<file path="src/rtl/ptmr_pkg.sv">
package ptmr_pkg;

  localparam int CTRL_W = 15;
  localparam int PTV_W  = 3;

  typedef enum logic [1:0] {
    TRIG_NONE = 2'd0,
    TRIG_OVF  = 2'd1,
    TRIG_BOTH = 2'd2,
    TRIG_ALT  = 2'd3
  } trig_e;

  typedef struct packed {
    logic             start;
    logic             autoReload;
    logic [PTV_W-1:0] ptv;
    logic             preEn;
    logic             cmpEn;
    logic             restLvl;
    trig_e            trig;
    logic             pulseMode;
    logic             pinIn;
  } cfg_t;

  // Strobes from control to datapath
  typedef struct packed {
    logic tick;
    logic useLoad;
    logic useBus;
    logic autoReload;
    logic cmpEn;
  } strobe_t;

endpackage

</file>
<file path="src/rtl/ptmr_ctrl.sv">
module ptmr_ctrl
  import ptmr_pkg::*;
(
  input  logic              clk,
  input  logic              rstN,
  input  logic              ctrlWe,
  input  logic [CTRL_W-1:0] ctrlData,
  input  logic              cntWe,
  input  logic              trigWe,
  input  logic              ovfHit,
  input  logic              matHit,
  output strobe_t           strb,
  output logic              pinOut,
  output logic              pinOe
);

  localparam int PRE_W = 1 << PTV_W;
  localparam logic [PRE_W-1:0] PRE_ONES = '1;

  cfg_t             cfg;
  logic [PRE_W-1:0] preCnt;
  logic [PRE_W-1:0] preLim;
  logic             anyWrite;
  logic             tick;
  logic             evtSel;
  logic             idleOut;
  logic             lvlQ;
  logic             pulseQ;
  logic             unusedBits;

  assign unusedBits = ^{ctrlData[13], ctrlData[9:8]};

  // Control word register: fields at fixed bit positions
  always_ff @(posedge clk or negedge rstN) begin
    if (!rstN) begin
      cfg <= '0;
    end else if (ctrlWe) begin
      cfg.start      <= ctrlData[0];
      cfg.autoReload <= ctrlData[1];
      cfg.ptv        <= ctrlData[4:2];
      cfg.preEn      <= ctrlData[5];
      cfg.cmpEn      <= ctrlData[6];
      cfg.restLvl    <= ctrlData[7];
      cfg.trig       <= trig_e'(ctrlData[11:10]);
      cfg.pulseMode  <= ctrlData[12];
      cfg.pinIn      <= ctrlData[14];
    end
  end

  // Divider: terminal count is 2^(ptv+1)-1
  assign preLim   = PRE_ONES >> (PTV_W'(PRE_W - 1) - cfg.ptv);
  assign anyWrite = ctrlWe | cntWe | trigWe;
  assign tick     = cfg.start && !anyWrite && (!cfg.preEn || preCnt == preLim);

  always_ff @(posedge clk or negedge rstN) begin
    if (!rstN) begin
      preCnt <= '0;
    end else if (!cfg.start || anyWrite || tick) begin
      preCnt <= '0;
    end else if (cfg.preEn) begin
      preCnt <= preCnt + 1'b1;
    end
  end

  assign strb.tick       = tick;
  assign strb.useLoad    = trigWe;
  assign strb.useBus     = cntWe;
  assign strb.autoReload = cfg.autoReload;
  assign strb.cmpEn      = cfg.cmpEn;

  // Event selection and pin shaping
  assign idleOut = !cfg.start || (cfg.trig == TRIG_NONE);
  assign evtSel  = tick && ((cfg.trig != TRIG_NONE && ovfHit) ||
                            (cfg.trig[1] && matHit));

  always_ff @(posedge clk or negedge rstN) begin
    if (!rstN) begin
      lvlQ   <= 1'b0;
      pulseQ <= 1'b0;
    end else if (idleOut) begin
      lvlQ   <= cfg.restLvl;
      pulseQ <= 1'b0;
    end else begin
      pulseQ <= evtSel && cfg.pulseMode;
      if (evtSel && !cfg.pulseMode) lvlQ <= ~lvlQ;
    end
  end

  assign pinOe  = !cfg.pinIn;
  assign pinOut = pinOe ? (lvlQ ^ pulseQ) : 1'b0;

  // with the divider on, ticks are never back to back
  p_prescale_gap_r3: assert property (@(posedge clk) disable iff (!rstN)
    (tick && cfg.preEn && !ctrlWe) |=> !tick);

  // idle pin settles at the resting level
  p_rest_level_r7: assert property (@(posedge clk) disable iff (!rstN)
    idleOut |=> (lvlQ == $past(cfg.restLvl) && !pulseQ));

  // toggle mode inverts on every selected event
  p_toggle_r8: assert property (@(posedge clk) disable iff (!rstN)
    (!idleOut && evtSel && !cfg.pulseMode) |=> (lvlQ != $past(lvlQ)));

  // pulse mode never moves the held level
  p_pulse_hold_r9: assert property (@(posedge clk) disable iff (!rstN)
    (!idleOut && cfg.pulseMode) |=> (lvlQ == $past(lvlQ)));

endmodule

</file>
<file path="src/rtl/ptmr_datapath.sv">
module ptmr_datapath
  import ptmr_pkg::*;
#(
  parameter int CNT_W = 32
) (
  input  logic             clk,
  input  logic             rstN,
  input  strobe_t          strb,
  input  logic             loadWe,
  input  logic             matchWe,
  input  logic [CNT_W-1:0] wrData,
  output logic [CNT_W-1:0] count,
  output logic             ovfHit,
  output logic             matHit,
  output logic             ovfEvt,
  output logic             matEvt
);

  localparam logic [CNT_W-1:0] CNT_MAX = '1;

  logic [CNT_W-1:0] loadR;
  logic [CNT_W-1:0] matchR;
  logic [CNT_W-1:0] nxt;

  always_ff @(posedge clk or negedge rstN) begin
    if (!rstN) begin
      loadR  <= '0;
      matchR <= '0;
    end else begin
      if (loadWe)  loadR  <= wrData;
      if (matchWe) matchR <= wrData;
    end
  end

  assign ovfHit = (count == CNT_MAX);
  assign nxt    = ovfHit ? (strb.autoReload ? loadR : '0) : count + 1'b1;
  assign matHit = strb.cmpEn && (nxt == matchR);

  always_ff @(posedge clk or negedge rstN) begin
    if (!rstN) begin
      count  <= '0;
      ovfEvt <= 1'b0;
      matEvt <= 1'b0;
    end else begin
      if (strb.useBus)       count <= wrData;
      else if (strb.useLoad) count <= loadR;
      else if (strb.tick)    count <= nxt;
      ovfEvt <= strb.tick && ovfHit;
      matEvt <= strb.tick && matHit;
    end
  end

  // no tick and no write keeps the count
  p_count_hold_r2: assert property (@(posedge clk) disable iff (!rstN)
    (!strb.tick && !strb.useBus && !strb.useLoad) |=> (count == $past(count)));

  // a tick below the top adds one
  p_count_step_r2: assert property (@(posedge clk) disable iff (!rstN)
    (strb.tick && !strb.useBus && !strb.useLoad && count != CNT_MAX)
      |=> (count == $past(count) + 1'b1));

  // overflow pulse follows the top value and lands on reload or zero
  p_ovf_wrap_r4: assert property (@(posedge clk) disable iff (!rstN)
    ovfEvt |-> ($past(count) == CNT_MAX &&
                count == ($past(strb.autoReload) ? $past(loadR) : '0)));

  // compare pulse only with compare enabled and count on the value
  p_match_hit_r5: assert property (@(posedge clk) disable iff (!rstN)
    matEvt |-> ($past(strb.cmpEn) && count == $past(matchR)));

endmodule

</file>
<file path="src/rtl/prescaled_timer.sv">
module prescaled_timer
  import ptmr_pkg::*;
#(
  parameter int CNT_W = 32
) (
  input  logic              clk,
  input  logic              rstN,
  input  logic              ctrlWe,
  input  logic [CTRL_W-1:0] ctrlData,
  input  logic              loadWe,
  input  logic              matchWe,
  input  logic              cntWe,
  input  logic              trigWe,
  input  logic [CNT_W-1:0]  wrData,
  output logic [CNT_W-1:0]  count,
  output logic              ovfEvt,
  output logic              matEvt,
  output logic              pinOut,
  output logic              pinOe
);

  strobe_t strb;
  logic    ovfHit;
  logic    matHit;

  ptmr_ctrl i_ctrl (
    .clk      (clk),
    .rstN     (rstN),
    .ctrlWe   (ctrlWe),
    .ctrlData (ctrlData),
    .cntWe    (cntWe),
    .trigWe   (trigWe),
    .ovfHit   (ovfHit),
    .matHit   (matHit),
    .strb     (strb),
    .pinOut   (pinOut),
    .pinOe    (pinOe)
  );

  ptmr_datapath #(.CNT_W(CNT_W)) i_dp (
    .clk     (clk),
    .rstN    (rstN),
    .strb    (strb),
    .loadWe  (loadWe),
    .matchWe (matchWe),
    .wrData  (wrData),
    .count   (count),
    .ovfHit  (ovfHit),
    .matHit  (matHit),
    .ovfEvt  (ovfEvt),
    .matEvt  (matEvt)
  );

  // an input-direction pin is never driven
  p_pin_input_r10: assert property (@(posedge clk) disable iff (!rstN)
    !pinOe |-> !pinOut);

endmodule

</file>
<file path="config.mk">
export PLATFORM = sky130hd
export DESIGN_NAME = prescaled_timer
export DESIGN_NICKNAME = d
export VERILOG_FILES = /design/src/rtl/ptmr_pkg.sv /design/src/rtl/ptmr_ctrl.sv /design/src/rtl/ptmr_datapath.sv /design/src/rtl/prescaled_timer.sv
export SDC_FILE = /design/constraint.sdc
export NUM_CORES = 1
export LEC_CHECK = 0
export BUFFER_PORTS_ARGS = -buffer_cell sky130_fd_sc_hd__clkbuf_2
export CORE_ASPECT_RATIO = 2
export CORE_MARGIN = 2
export CORE_UTILIZATION = 30
export CTS_CLUSTER_SIZE = 14
export DETAILED_ROUTE_END_ITERATION = 12
export GPL_TIMING_DRIVEN = 0
export PLACE_DENSITY = 0.43
export SLEW_MARGIN = 10
export SYNTH_ARGS = -nofsm -noshare
export SYNTH_HDL_FRONTEND = slang
export SYNTH_SLANG_ARGS = --single-unit
</file>
<file path="constraint.sdc">
create_clock -name clk -period 4.5 [get_ports clk]
set_clock_uncertainty 0.05 [all_clocks]
set_input_delay 0.225 -clock clk [delete_from_list [all_inputs] [get_ports clk]]
set_output_delay 0.225 -clock clk [all_outputs]
set_load 0.01 [all_outputs]
</file>
==> impl_metrics.toml, run 1 <==
[run_status]
outcome = "complete, no violations"

[grt]
antenna_found_initial = 0
grtUsageTotal_pct = 22.6
grt_overflow = 0
grt_pass1_vias = 6477
grt_pass1_wl_um = 40700
grt_max_degree = 80

[yosys]
synth_top_cell_area_share_pct = 42.8
synth_cells = 745
yosys_warnings = 0
synth.most_common_cell = "dfrtp_1"
synthArstFlopShare_pct = 100
ys_seq_area_share_pct = 42.8
yosys.area.top_type = "dfrtp_1"
synth_edf_count = 0
synth.area.top_cells = "dfrtp_1 43%, mux2_2 11%, o21ai_0 4.8%"
syn_nets = 801
synth_cell_types = 64
synth_commonest_cells = "120 x dfrtp_1, 89 x nand2_1, 69 x mux2_2"
ys.flop_type = "dfrtp_1"
ys_ff_latch = 120
syn-cell-area_mm2 = 0.00702
post_synth.cell_area_avg_um2 = 9.43

[clock_network]
path_clk_slew_ns = 0.06
clock-sinks = 120
clkLatencyLatePin_ns = 0.45
cts_root_buffer = "clkbuf_16"
cts_tree = "done"
cts.path.max_buffers = 2
ctsHtreeMaxLevel = 4
cts_buffers = 17

[timing]
tightest_slew_ns = 0.981
hold_viol = 0
rsz0062_at_grt = "no"
layout_setup_ws_ns = 0.200
max-slew-margin-rel_pct = 34.6
period_minus_slack_ns = 4.30
fmax_mhz = 233
report.final.slew_viol_count = 0
setup-violations-final = 0
finalCritPeriodShare_pct = 95.5
timing.hold.ws_ns = 0.0127

[setup_path]
end_kind = "register"
crit_path_start_kind = "register"
critPathKind = "reg -> reg"
worstPathArrival_ns = 4.62
cp_max_fo = 10
cp.required_ns = 4.82

[cells_and_area]
final_nets = 941
area_growth_pct = 24.9
num-fill-cells = 2448
drive_above_1_share_pct = 23.1
diodes = 0
final_cells = 1178
final_util_pct = 37.9

[floorplanning]
ios = 90
die_width_um = 112
dieHeight_um = 220
dieArea_mm2 = 0.0247
initial_utilization_pct = 30.4
core-area_mm2 = 0.0231
rows = 79

[route]
vias = 6446
dr.first_iter.drc_count = 305
drt_wl_total_um = 27500
drt_first_pass_iters = 7
via_per_inst = 5.47
wl_per_cell_um = 23.3
ant_nets = 0
drc = 0

[placed_design]
place_ws_ns = -0.493
dpl.cell_count = 1112
portBuffers = 82
hpwl_um = 20400
gp_congestion = 0.884

[pwr]
vdd_drop_max_uv = 214
power_density_mw_per_mm2 = 366
leakage_nw = 3.58

[run]
max_cap_violations = 0

[worst_hold_path]
hold_path_class = "in -> reg"
worst max-delay path, stage by stage, from the launching register on:
cell	delay (ns)
dfrtp_2	0.46
ha_1	0.26
nand3_1	0.12
buf_2	0.21
or3_1	0.37
clkbuf_1	0.24
nor3_4	0.42
buf_6	0.20
a22oi_1	0.11
xnor2_1	0.18
nor4_4	0.50
nand4b_1	0.22
o41a_1	0.48
nor3b_2	0.20
mux2i_1	0.20
final timing paths:
| kind | slack [ns] | cells after the start | end | from |
|---|---|---|---|---|
| worst max-delay path | 0.20 | 14 | i_ctrl.lvlQ | i_dp.count[0] |
| worst min-delay path | 0.01 | 3 | i_dp.loadR[23] | wrData[23] |
| worst max register to register | 0.20 | 14 | i_ctrl.lvlQ | i_dp.count[0] |
| worst min register to register | 0.46 | 1 | i_ctrl.lvlQ | i_ctrl.lvlQ |
| max in group asynchronous | 3.42 | 3 | i_dp.matchR[9] | rstN |
| min in group asynchronous | 0.22 | 2 | i_ctrl.cfg[0] | rstN |
metal layers:
layer	up-vias	global-route usage (%)	routed length (um)
met1	3211	23.6	10000
li1	3000	-	-
met5	-	0	0
met4	0	13.2	1540
met2	174	42.1	14800
met3	61	3.86	1070
stage by stage:
step | setup TNS (ns) | cell area [um^2] | power, mW
after global placement | -3.68 | 7790 | 1.94
final | 0 | 8770 | 3.20
after detailed placement | -0.701 | 7840 | 1.95
after floorplan | 0 | 7020 | 1.68
after global routing | 0 | 8770 | 3.35
after CTS | 0 | 8730 | 3.24
power by group:
| part | internal (mW) | leakage (nW) | switching [mW] |
|---|---|---|---|
| registers | 1.19 | 1.43 | 0.135 |
| clock network | 0.746 | 0.259 | 0.497 |
| logic | 0.278 | 1.89 | 0.362 |
layout by cell type, fill, tap and decap left out, types with 16 or more instances in the layout:
cell type,count
a21oi_1,27
clkbuf_16,17
dfrtp_1,118
mux2_2,69
o21ai_0,68
xor2_1,21
nand3_1,30
dlygate4sd3_1,35
clkbuf_1,42
o22ai_1,16
clkbuf_2,82
xnor2_1,30
inv_1,21
nand2_1,89
nor2_1,28
cell families (layout without fill, tap and decap cells):
family,Yosys count,count (layout),share of synthesized area (%)
mux,78,78,12.3
fa+ha+maj,2,2,0.356
compound gates,177,177,16.1
flops,120,120,42.8
buf+inv,72,222,3.94
xor+xnor,51,51,6.36
simple gates,245,245,18.2
layout make-up:
class	count	area [um^2]	area share, %
tap	283	354	4.04
buffer	48	188	2.14
clock inverter	4	20.0	0.228
sequential	120	3010	34.3
multi-input combinational	553	3790	43.2
clock buffer	25	495	5.65
timing repair buffer	122	831	9.48
inverter	23	86.3	0.985
sequential cells by signal, summed over array words and instances (netlist names):
register,flops
i_ctrl.pulseQ,1
i_ctrl.cfg,10
i_ctrl.lvlQ,1
i_dp.loadR,32
i_ctrl.strb,2
i_dp.matEvt,1
i_dp.count,32
i_dp.matchR,32
i_ctrl.preCnt,8
i_dp.ovfEvt,1
what timing repair did:
action                                  in CTS  in global routing
pin swaps                                    3                  1
resized for setup                            4                  5
endpoints found under the setup margin       3                  1
hold buffers                                35                  0
buffers inserted                             1                  2
endpoints found under the hold margin       88                  0
(Power assumes the default switching activity.)
==> run 2: changes to the inputs <==
--- a/config.mk
+++ b/config.mk
@@ -12,6 +12,7 @@
 export CTS_CLUSTER_SIZE = 14
 export DETAILED_ROUTE_END_ITERATION = 12
 export GPL_TIMING_DRIVEN = 0
+export MAX_ROUTING_LAYER = met4
 export PLACE_DENSITY = 0.43
 export SLEW_MARGIN = 10
 export SYNTH_ARGS = -nofsm -noshare
==> run 2 against run 1 <==
Compared with the run above: die area did not move; clock power barely moved; critical path depth is the same; count of clock-buffer cells in the layout did not move; combinational power is essentially flat; hold slack improved by 0.0082 ns; sequential cell count unchanged; wire length down 0.20%; largest cell class unchanged; largest power group unchanged.
==> impl_metrics.toml, run 2 (same netlist as run 1, synthesis figures left out) <==
[run_status]
outcome = "complete, no violations"

[floorplanning]
rows = 79
initial_utilization_pct = 30.4
die_width_um = 112
core-area_mm2 = 0.0231
dieHeight_um = 220
ios = 90
dieArea_mm2 = 0.0247

[worst_hold_path]
hold_path_class = "in -> reg"

[route]
ant_nets = 0
vias = 6412
via_per_inst = 5.45
dr.first_iter.drc_count = 374
drt_first_pass_iters = 4
drc = 0
wl_per_cell_um = 23.3
drt_wl_total_um = 27400

[grt]
grt_pass1_wl_um = 40700
antenna_found_initial = 0
grtUsageTotal_pct = 23.3
grt_pass1_vias = 6481
grt_overflow = 0
grt_max_degree = 80

[setup_path]
worstPathArrival_ns = 4.63
cp.required_ns = 4.82
critPathKind = "reg -> reg"
end_kind = "register"
cp_max_fo = 10
crit_path_start_kind = "register"

[timing]
report.final.slew_viol_count = 0
tightest_slew_ns = 0.981
fmax_mhz = 232
rsz0062_at_grt = "no"
setup-violations-final = 0
max-slew-margin-rel_pct = 34.6
finalCritPeriodShare_pct = 95.9
timing.hold.ws_ns = 0.0209
period_minus_slack_ns = 4.32
hold_viol = 0

[pwr]
p_int_mw = 2.21
vdd_drop_max_uv = 214
leakage_nw = 3.57
p_clk_share_pct = 38.9
p_sw_mw = 0.994
totalPowerFinal_mw = 3.21
comb_power_share_pct = 19.9
power_density_mw_per_mm2 = 366
seqPwrFrac_pct = 41.2
swShare_pct = 31.0

[clock_network]
cts_tree = "done"
cts_root_buffer = "clkbuf_16"
ctsHtreeMaxLevel = 4
path_clk_slew_ns = 0.06
cts_buffers = 17
cts.path.max_buffers = 2
clock-sinks = 120
clkLatencyLatePin_ns = 0.44

[cells_and_area]
multi_input_area_mm2 = 0.00379
num-fill-cells = 2447
finalInstanceArea_mm2 = 0.00875
layout_commonest_cell = "dfrtp_1"
seqCellArea_mm2 = 0.00301
drive_above_1_share_pct = 23.0
final_nets = 939
area_growth_pct = 24.6
largest_registers = "i_dp.count (32), i_dp.loadR (32), i_dp.matchR (32)"
final_cell_mix = "118 x dfrtp_1, 89 x nand2_1, 82 x clkbuf_2, 69 x mux2_2, 68 x o21ai_0"
diodes = 0

[run]
max_cap_violations = 0

[placed_design]
gp_congestion = 0.898
hpwl_um = 20400
placed_area_mm2 = 0.00784
portBuffers = 82
-- run 2: cell count changes in the layout (fill, tap and decap cells not counted) --
cell,previous run,this run
buf_4,3,1
-- run 2: path summary, 6_finish.rpt --
kind | cells after the start | end | start | slack (ns)
min | 2 | i_dp.loadR[10] | wrData[10] | 0.02
min in group asynchronous | 2 | i_ctrl.cfg[0] | rstN | 0.22
max reg2reg | 14 | i_ctrl.lvlQ | i_dp.count[0] | 0.18
max | 14 | i_ctrl.lvlQ | i_dp.count[0] | 0.18
max in group asynchronous | 3 | i_dp.count[9] | rstN | 3.41
min reg2reg | 1 | i_ctrl.cfg[4] | i_ctrl.cfg[4] | 0.46
-- run 2: power by group through the flow --
stage	Sequential, mW	Combinational (mW)	Clock, mW
2_1_floorplan	1.31	0.370	0
3_3_place_gp	1.34	0.601	0
3_5_place_dp	1.34	0.608	0
4_1_cts	1.32	0.641	1.28
5_1_grt	1.34	0.701	1.31
6_report	1.32	0.639	1.25
-- run 2: critical path: stages, from the launching register on --
cell and delay [ns]:
dfrtp_2 0.47, ha_1 0.27, nand3_1 0.12, buf_2 0.21, or3_1 0.38, clkbuf_1 0.24, nor3_4 0.42, buf_6 0.20
a22oi_1 0.11, xnor2_1 0.18, nor4_4 0.49, nand4b_1 0.22, o41a_1 0.48, nor3b_2 0.20, mux2i_1 0.20
-- run 2: layout make-up --
class | count | share of cell area [%]
plain buffers | 48 | 2.14
clock buffers | 25 | 5.66
clock inverters | 4 | 0.229
inverters | 23 | 0.986
multi-input cells | 553 | 43.3
flip-flops and latches | 120 | 34.3
well taps | 283 | 4.05
repair buffers | 120 | 9.32
-- run 2: what timing repair did --
action,CTS,global route
pin swaps,3,0
hold endpoints to repair,88,0
hold buffers,35,0
gates resized for setup,4,5
setup buffers,1,0
setup endpoints to repair,3,1
-- run 2: through the flow --
step | util (%) | setup WS [ns] | cells | setup TNS [ns]
5_1_grt | 37.8 | 0.000750 | 1176 | 0
6_report | 37.8 | 0.184 | 1176 | 0
3_3_place_gp | 33.7 | -1.49 | 1110 | -3.68
2_1_floorplan | - | 0.814 | 745 | 0
3_5_place_dp | 33.9 | -0.493 | 1112 | -0.701
4_1_cts | 37.7 | 0.00807 | 1176 | 0
-- run 2: routing by layer --
metal  track usage (%)  part of all wire, %  vias to the layer above  wire, um
met2              42.0                   54                      184     14800
li1                  -                    -                     2991         -
met1              23.9                   37                     3168     10100
met4              13.3                  5.5                        0      1500
met3              3.53                  3.5                       69       957
met5                 -                    0                        -         0
